## config.mk

```make
export PLATFORM = sky130hd
export DESIGN_NAME = wb_dcache
export DESIGN_NICKNAME = d
export VERILOG_FILES = /design/src/rtl/wb_dcache_pkg.sv /design/src/rtl/wb_dcache_tags.sv /design/src/rtl/wb_dcache_data.sv /design/src/rtl/wb_dcache_ctrl.sv /design/src/rtl/wb_dcache.sv
export SDC_FILE = /design/constraint.sdc
export NUM_CORES = 2
export LEC_CHECK = 0
export ABC_AREA = 1
export BUFFER_PORTS_ARGS = -buffer_cell sky130_fd_sc_hd__buf_2
export CAP_MARGIN = 10
export CELL_PAD_IN_SITES_DETAIL_PLACEMENT = 1
export CELL_PAD_IN_SITES_GLOBAL_PLACEMENT = 1
export CORE_UTILIZATION = 40
export DETAILED_ROUTE_END_ITERATION = 16
export HOLD_SLACK_MARGIN = 0.05
export PLACE_DENSITY = 0.73
export SLEW_MARGIN = 20
export SYNTH_ARGS = -nofsm -noshare
export SYNTH_HDL_FRONTEND = slang
export SYNTH_SLANG_ARGS = --single-unit
```

## constraint.sdc

```tcl
create_clock -name clk -period 10.7 [get_ports clk]
set_clock_uncertainty 0.05 [all_clocks]
set_input_delay 0.535 -clock clk [delete_from_list [all_inputs] [get_ports clk]]
set_output_delay 0.535 -clock clk [all_outputs]
set_load 0.02 [all_outputs]
```

## src/rtl/wb_dcache_pkg.sv

```systemverilog
package wb_dcache_pkg;

    localparam int ADDR_W     = 32;
    localparam int WORD_W     = 32;
    localparam int LINE_WORDS = 4;
    localparam int LINE_W     = WORD_W * LINE_WORDS;
    localparam int OFF_W      = 4;
    localparam int WSEL_W     = 2;
    localparam int BSEL_W     = 2;

    typedef enum logic [1:0] {
        ST_IDLE    = 2'd0,
        ST_COMPARE = 2'd1,
        ST_EVICT   = 2'd2,
        ST_REFILL  = 2'd3
    } wbc_state_e;

    typedef struct packed {
        logic                       we;
        logic [ADDR_W-1:BSEL_W]     waddr;
        logic [WORD_W-1:0]          wdata;
    } wbc_req_t;

    function automatic logic [WORD_W-1:0] line_get_word(
        input logic [LINE_W-1:0] line,
        input logic [WSEL_W-1:0] sel
    );
        return line[sel*WORD_W +: WORD_W];
    endfunction

    function automatic logic [LINE_W-1:0] line_put_word(
        input logic [LINE_W-1:0] line,
        input logic [WSEL_W-1:0] sel,
        input logic [WORD_W-1:0] word
    );
        logic [LINE_W-1:0] r;
        r = line;
        r[sel*WORD_W +: WORD_W] = word;
        return r;
    endfunction

endpackage

```

## src/rtl/wb_dcache_tags.sv

```systemverilog
module wb_dcache_tags #(
    parameter int LINES = 16,
    parameter int TAG_W = 24,
    localparam int IDX_W = $clog2(LINES)
) (
    input  logic             clk,
    input  logic             rst,
    input  logic [IDX_W-1:0] rd_idx,
    output logic             rd_valid,
    output logic             rd_dirty,
    output logic [TAG_W-1:0] rd_tag,
    input  logic             wr_en,
    input  logic [IDX_W-1:0] wr_idx,
    input  logic             wr_dirty,
    input  logic [TAG_W-1:0] wr_tag
);
    logic [LINES-1:0] valid_q;
    logic [LINES-1:0] dirty_q;
    logic [TAG_W-1:0] tag_q [LINES];

    for (genvar g = 0; g < LINES; g++) begin : g_entry
        logic sel;
        assign sel = wr_en && (wr_idx == IDX_W'(g));

        always_ff @(posedge clk) begin
            if (rst) begin
                valid_q[g] <= 1'b0;
                dirty_q[g] <= 1'b0;
            end else if (sel) begin
                valid_q[g] <= 1'b1;
                dirty_q[g] <= wr_dirty;
            end
        end

        always_ff @(posedge clk) begin
            if (sel) begin
                tag_q[g] <= wr_tag;
            end
        end
    end

    assign rd_valid = valid_q[rd_idx];
    assign rd_dirty = dirty_q[rd_idx];
    assign rd_tag   = tag_q[rd_idx];

endmodule

```

## src/rtl/wb_dcache_data.sv

```systemverilog
module wb_dcache_data
    import wb_dcache_pkg::*;
#(
    parameter int LINES = 16,
    localparam int IDX_W = $clog2(LINES)
) (
    input  logic              clk,
    input  logic [IDX_W-1:0]  rd_idx,
    output logic [LINE_W-1:0] rd_line,
    input  logic              wr_en,
    input  logic [IDX_W-1:0]  wr_idx,
    input  logic [LINE_W-1:0] wr_line
);
    logic [LINE_W-1:0] line_q [LINES];

    for (genvar g = 0; g < LINES; g++) begin : g_line
        always_ff @(posedge clk) begin
            if (wr_en && (wr_idx == IDX_W'(g))) begin
                line_q[g] <= wr_line;
            end
        end
    end

    assign rd_line = line_q[rd_idx];

endmodule

```

## src/rtl/wb_dcache_ctrl.sv

```systemverilog
module wb_dcache_ctrl
    import wb_dcache_pkg::*;
(
    input  logic       clk,
    input  logic       rst,
    input  logic       cpu_req_valid,
    input  logic       lookup_hit,
    input  logic       victim_dirty,
    input  logic       mem_ready,
    output wbc_state_e state,
    output logic       capture,
    output logic       done,
    output logic       fill,
    output logic       mem_valid,
    output logic       mem_we
);
    wbc_state_e state_q, state_d;

    always_comb begin
        state_d = state_q;
        unique case (state_q)
            ST_IDLE:    if (cpu_req_valid) state_d = ST_COMPARE;
            ST_COMPARE: begin
                if (lookup_hit)        state_d = ST_IDLE;
                else if (victim_dirty) state_d = ST_EVICT;
                else                   state_d = ST_REFILL;
            end
            ST_EVICT:   if (mem_ready) state_d = ST_REFILL;
            ST_REFILL:  if (mem_ready) state_d = ST_COMPARE;
            default:    state_d = ST_IDLE;
        endcase
    end

    always_ff @(posedge clk) begin
        if (rst) state_q <= ST_IDLE;
        else     state_q <= state_d;
    end

    assign state     = state_q;
    assign capture   = (state_q == ST_IDLE) && cpu_req_valid;
    assign done      = (state_q == ST_COMPARE) && lookup_hit;
    assign mem_valid = (state_q == ST_EVICT) || (state_q == ST_REFILL);
    assign mem_we    = (state_q == ST_EVICT);
    assign fill      = (state_q == ST_REFILL) && mem_ready;

endmodule

```

## src/rtl/wb_dcache.sv

```systemverilog
module wb_dcache
    import wb_dcache_pkg::*;
#(
    parameter int LINES = 16
) (
    input  logic          clk,
    input  logic          rst,
    input  logic          cpu_req_valid,
    input  logic          cpu_req_we,
    input  logic [31:0]   cpu_req_addr,
    input  logic [31:0]   cpu_req_wdata,
    output logic [31:0]   cpu_rdata,
    output logic          cpu_ready,
    output logic          mem_req_valid,
    output logic          mem_req_we,
    output logic [31:0]   mem_req_addr,
    output logic [127:0]  mem_req_wdata,
    input  logic [127:0]  mem_rdata,
    input  logic          mem_ready
);
    localparam int IDX_W = $clog2(LINES);
    localparam int TAG_W = ADDR_W - OFF_W - IDX_W;

    wbc_req_t          req_q;
    wbc_state_e        state;
    logic              capture, done, fill;
    logic [IDX_W-1:0]  idx;
    logic [TAG_W-1:0]  tag;
    logic [WSEL_W-1:0] wsel;
    logic              rd_valid, rd_dirty;
    logic [TAG_W-1:0]  rd_tag;
    logic [LINE_W-1:0] rd_line;
    logic              lookup_hit;
    logic              write_hit;
    logic              tag_wr, data_wr;
    logic [LINE_W-1:0] data_wr_line;
    logic              byte_sel_unused;

    assign byte_sel_unused = ^cpu_req_addr[BSEL_W-1:0];

    always_ff @(posedge clk) begin
        if (rst) begin
            req_q <= '0;
        end else if (capture) begin
            req_q.we    <= cpu_req_we;
            req_q.waddr <= cpu_req_addr[ADDR_W-1:BSEL_W];
            req_q.wdata <= cpu_req_wdata;
        end
    end

    assign wsel = req_q.waddr[OFF_W-1:BSEL_W];
    assign idx  = req_q.waddr[OFF_W +: IDX_W];
    assign tag  = req_q.waddr[ADDR_W-1 -: TAG_W];

    assign lookup_hit = rd_valid && (rd_tag == tag);
    assign write_hit  = done && req_q.we;

    wb_dcache_ctrl u_ctrl (
        .clk           (clk),
        .rst           (rst),
        .cpu_req_valid (cpu_req_valid),
        .lookup_hit    (lookup_hit),
        .victim_dirty  (rd_valid && rd_dirty),
        .mem_ready     (mem_ready),
        .state         (state),
        .capture       (capture),
        .done          (done),
        .fill          (fill),
        .mem_valid     (mem_req_valid),
        .mem_we        (mem_req_we)
    );

    assign tag_wr       = fill || write_hit;
    assign data_wr      = fill || write_hit;
    assign data_wr_line = fill ? mem_rdata
                               : line_put_word(rd_line, wsel, req_q.wdata);

    wb_dcache_tags #(.LINES(LINES), .TAG_W(TAG_W)) u_tags (
        .clk      (clk),
        .rst      (rst),
        .rd_idx   (idx),
        .rd_valid (rd_valid),
        .rd_dirty (rd_dirty),
        .rd_tag   (rd_tag),
        .wr_en    (tag_wr),
        .wr_idx   (idx),
        .wr_dirty (write_hit),
        .wr_tag   (tag)
    );

    wb_dcache_data #(.LINES(LINES)) u_data (
        .clk     (clk),
        .rd_idx  (idx),
        .rd_line (rd_line),
        .wr_en   (data_wr),
        .wr_idx  (idx),
        .wr_line (data_wr_line)
    );

    assign cpu_ready     = done;
    assign cpu_rdata     = line_get_word(rd_line, wsel);
    assign mem_req_addr  = (state == ST_EVICT) ? {rd_tag, idx, {OFF_W{1'b0}}}
                                               : {tag, idx, {OFF_W{1'b0}}};
    assign mem_req_wdata = rd_line;

endmodule

```

# ---- After elaboration in Yosys (flattened, before gate mapping)
# Memory sizes are Yosys's and may differ from the RTL's. A register that Yosys moved wholly into a read port is not among the register bits.
# Index checks and enable logic that the tools add are counted.
dict set report totals {
  reg_bits 97
  output_inout_bits 195
  n_memories 2
  word_cells 261
  input_bits 197
  ram_bits 2432
}
dict set report classes {
  order_cmp 1
  muxes 139
  n_addsub 1
  shifts 3
  eq_ne 22
  reduce_logical 57
}
# name words word_bits rd rd_ports_with_merged_regs write_ports line_no
set memory_table {}
lappend memory_table {u_data.line_q 16 128 1 1 1 wb_dcache_data.sv:14} ;# logic [LINE_W-1:0] line_q [LINES];
lappend memory_table {u_tags.tag_q 16 24 1 1 1 wb_dcache_tags.sv:19} ;# logic [TAG_W-1:0] tag_q [LINES];
# cell n
set ops {}
lappend ops {{$mux W128} 16}
lappend ops {{$reduce_or A128 Y1} 15}
lappend ops {{$mux W24} 15}
lappend ops {{$reduce_or A24 Y1} 15}
lappend ops {{$mux W4} 34}
lappend ops {{$bwmux W128} 1}
lappend ops {{$shift A32 B34 Y128 const A} 1}
lappend ops {{$shiftx A128 B8 Y32} 1}
lappend ops {{$shiftx A32 B34 Y128} 1}
lappend ops {{$mux W1} 65}
lappend ops {{$neg A7 Y34} 1}
lappend ops {{$eq A4 B4 Y1 const B} 8}
lappend ops {{$mux W32} 1}
lappend ops {{$eq A24 B24 Y1} 1}
lappend ops {{$logic_and A1 B1 Y1} 22}
lappend ops {{$eq A4 B3 Y1 const B} 4}
lappend ops {{$bmux W1 S4} 2}
lappend ops {{$eq A4 B2 Y1 const B} 2}
lappend ops {{$mux W2} 4}
lappend ops {{$pmux W2 S4} 1}
lappend ops {{$lt A4 B5 Y1 const B} 1}
lappend ops {{$eq A2 B2 Y1 const B} 2}
lappend ops {{$eq A4 B1 Y1 const B} 1}
lappend ops {{$logic_not A4 Y1} 1}
lappend ops {{6 further kinds} 8}

# ---- Longest topological paths before layout
dict set report logic_depth {
  word_depth 25
  depth_mapped 25
  depth_no_buf 21
}

# ---- By module
# From an unflattened synthesis, not the netlist that was laid out.
dict set report hier_totals {
  cells_unflattened 10765
  area_unflattened_um2 109911.7
}
# mod cells_each area_per_inst_um2 seq_area_each_um2 instances
set by_module_without_submodules {}
lappend by_module_without_submodules {wb_dcache_data 7677 84974.0 61499.0 1}
lappend by_module_without_submodules {wb_dcache_tags 1794 17883.4 12171.7 1}
lappend by_module_without_submodules {wb_dcache 1254 6787.8 1261.2 1}
lappend by_module_without_submodules {wb_dcache_ctrl 40 266.5 40.0 1}

# ---- Worst setup path before layout
# Ideal clock, no wire load.
dict set report synth_timing {
  kind {register to register}
  from {register with a tool-made name}
  to {memory u_data.line_q[11][0] (netlist bit), enable pin}
  required_ps 10145
  stages_incl_launch_ff 21
  slack_ps 5146
  period_less_slack_ps 5554
  setup_time_ps 505
  t_arrival_ps 4999
  n_path_buf 4
  cell_sequence {dfxtp_1 > buf_4 > inv_2 > buf_4 > buf_2 > nor2_1 > o21ai_1 > nand3_1 > nand3_1 > nand2_1 > nand2_1 > nand2_1 > nand2_1 > nor2_1 > nand3_2 > nor2_2 > nand3_2 > nand2_4 > buf_6 > nand2_1 > inv_1}
}
# element line_no
set synth_lines {}
lappend synth_lines {{end, declared} wb_dcache_data.sv:14}

==> metrics.txt <==
status complete, no violations; mapped cell area between 100000 and 150000 µm²; critical path capture point type output pin; RSZ-0062 raised after global routing no; Worst Path Arrival between 6000 and 7000 ps; number of CTS-inserted buffers about 290; Worst-Skew Late Latency ~950 ps; Slew Limit Fails 0; CP Max Fanout 82; Clock power frac 0.354; GRT met2 Usage 0.447; MaxCap Viol Count 0; Max Clock Freq approximately 140 MHz; Switching Fraction 0.306; Max stage delay cell, worst path buf_4; overall routing resource usage 0.287; EDFF count, synth 2432; CTS resizes 0; Sink Count between 2000 and 3000; CTS tree built; met3 usage 0.0619; HP Class input pin to flop; final setup violation count 0; die height ~500 µm; root buf cell clkbuf_16; post-route ant nets 0; critical path class flop to output pin; Core Area 255000 µm²; Lkg Pwr 39.6 nW; global-route wire length before repair between 500000 and 600000 µm; DR WL/cell 31.2 µm; Final TNS setup 0 ps; CP Buf/Inv Count 5; Die ar. about 260000 µm²; Slew HR 0.166; Cells after DPL around 12000; Final nets a little under 9000; # DRC 0; delay-heaviest family, CP buffers and inverters; Int Pwr 0.0184 W; initial antenna violation count 35; drt total wl around 380000 µm; Top FF cell, synth edfxtp_1; port buffer count about 390; area occupied by multi-input gates about 25000 µm²; layout cells sized above 1 0.118; initial DRC count around 9700; row count 185; htree depth 5; postcts setup bufs 0; sw power a little over 0.008 W; Pre-Repair DR Iteration Count 8; Reg area 75100 µm²; largest net degree at the start of global routing 200; Mapped Cells 8416; Hold Vio Cnt, Final 0; P&R area growth vs syn 14.5%; vias after detailed routing ~76000; final hold slack approximately 120 ps; GP Congestion 0.857; Ys Warns 0; fillers between 20000 and 30000; Global Route met1 Usage 0.370; Synth top area share 0.711; Seq cells post-synth about 2500; Yosys cell types 40; busiest metal layer after global routing met2; CP dominant cell by count buf_4; Seq pwr share 0.450; dpl hpwl between 200000 and 250000 µm; total congestion overflow 0; slowest stage delay, CP 880 ps; DR vias/cell between 6 and 7; clk slew on worst S/H paths 60 ps; power density cells between 200 and 250 nW/µm²; crit share post-route 0.684; Synth area leader edfxtp_1; Avg Inst Size Synth roughly 12 µm²; Comb pwr share 0.196; Die X-Extent slightly above 500 µm; vias in the first global route approximately 76000; Synth area leaders edfxtp_1 (71%), o21ai_0 (6.5%), nor2_1 (5.3%); Synth async-reset ratio 0; Tot Pwr about 0.027 W; crit path time final roughly 7300 ps; Clock Path Buffers 4; CP startpoint kind flop; Non-Filler Instances between 10000 and 15000; crit-path cells buf_4, buf_4, buf_4, o21ai_0, o22ai_1, nor2_1, o21ai_0, buf_4, o21ai_0, o22ai_1, buf_2; peak supply drop 0.153 mV; Starting Density 0.403; WP data required slightly above 10000 ps; # IOs between 300 and 400; register area share after synthesis 0.731; Least-Margin Pin Slew approximately 1200 ps
stage by stage:
stage	util	instance area, µm²	worst slack, ps
global route	0.462	118000	3290
global placement	0.423	108000	4150
CTS	0.460	117000	3560
finish	0.462	118000	3380
floorplan	-	103000	5150
detailed placement	0.424	108000	4060
per-layer routing:
metal	part of all wire	vias up
met5	0.00032	-
met1	0.38	39100
met4	0.066	20
met2	0.45	4456
li1	-	31400
met3	0.10	1039
synthesized netlist by cell type (all sizes together), types with 6 or more instances:
master,n
inv,191
nand3,353
a21oi,67
or2,6
nand2,984
ha,9
o22ai,374
o211ai,117
clkbuf,426
nor2,1445
dfxtp,101
o21ai,1341
a31oi,109
edfxtp,2432
o221ai,206
mux2i,19
buf,201
tightest hold or removal path: cells and delay by family:
| family | cells | cell delay (ps) |
|---|---|---|
| and+or+nand+nor | 1 | 130 |
| buffers and inverters | 1 | 100 |
| AOI/OAI and AO/OA | 1 | 140 |
cells by family after synthesis:
group | Yosys count | synth area share
AND/OR/NAND/NOR | 2792 | 0.107
adder cells (fa/ha/maj) | 9 | 0.00110
flip-flops | 2533 | 0.731
other | 1 | 0.0000365
buffers and inverters | 821 | 0.0333
multiplexers | 19 | 0.00185
AO/OA/AOI/OAI | 2241 | 0.126
state kept, by name, indices dropped and copies added, names as in the netlist, named ones only:
signal,cells
idx,4
req_q,59
u_data.line_q,2048
u_ctrl.state,2
u_tags.valid_q,16
u_tags.dirty_q,16
u_tags.tag_q,384
final cells by class:
class                   count  share of cell area
flip-flops and latches   2533               0.638
clock inverters           100             0.00781
diodes                     16            0.000340
inverters                 194             0.00749
clock buffers             383              0.0668
repair buffers            577              0.0321
multi-input cells        5065               0.211
well taps                3366              0.0358
timing repair:
item | CTS | global route
endpoints found under the hold margin | 54 | 0
setup endpoints to repair | 0 | 0
hold buffers | 51 | 0
power by group through the flow:
| stage | sequential (W) | clock (W) | combinational [W] |
|---|---|---|---|
| after floorplan | 0.0120 | 0 | 0.00277 |
| after global placement | 0.0121 | 0 | 0.00476 |
| after detailed placement | 0.0122 | 0 | 0.00498 |
| after CTS | 0.0120 | 0.00950 | 0.00505 |
| after global routing | 0.0120 | 0.00981 | 0.00546 |
| final | 0.0120 | 0.00942 | 0.00521 |
worst paths after layout:
path | from | end | slack (ps) | cells after the start
worst min register to register | u_tags.valid_q[0] | u_tags.valid_q[0] | 410 | 2
worst max register to register | flop | u_data.line_q[14][9] | 3960 | 19
worst min-delay path | mem_rdata[98] | u_data.line_q[10][98] | 120 | 3
worst max-delay path | flop | cpu_rdata[2] | 3380 | 11
placed cells by master (no fill, tap or decap), types with 5 or more instances in the layout:
| master | n |
|---|---|
| buf_2 | 385 |
| o211ai_1 | 117 |
| buf_4 | 119 |
| dfxtp_4 | 5 |
| ha_1 | 6 |
| clkinvlp_4 | 8 |
| o21bai_1 | 5 |
| a22oi_1 | 5 |
| dfxtp_1 | 95 |
| o221ai_1 | 206 |
| a31oi_2 | 83 |
| o21ai_0 | 1332 |
| buf_12 | 22 |
| a31oi_1 | 26 |
| diode_2 | 16 |
| clkbuf_8 | 19 |
| clkbuf_1 | 71 |
| o32ai_1 | 5 |
| o22ai_1 | 369 |
| nand3_1 | 351 |
| o22ai_2 | 5 |
| bufinv_16 | 17 |
| clkinv_1 | 38 |
| or2_2 | 6 |
| nor2_1 | 1442 |
| edfxtp_1 | 2432 |
| clkinv_2 | 33 |
| a21oi_1 | 67 |
| inv_2 | 7 |
| clkbuf_16 | 293 |
| nand2_1 | 979 |
| o21ai_1 | 8 |
| inv_1 | 165 |
| inv_6 | 5 |
| dlygate4sd3_1 | 51 |
| mux2i_1 | 19 |
| inv_8 | 20 |
(Power assumes the default switching activity.)
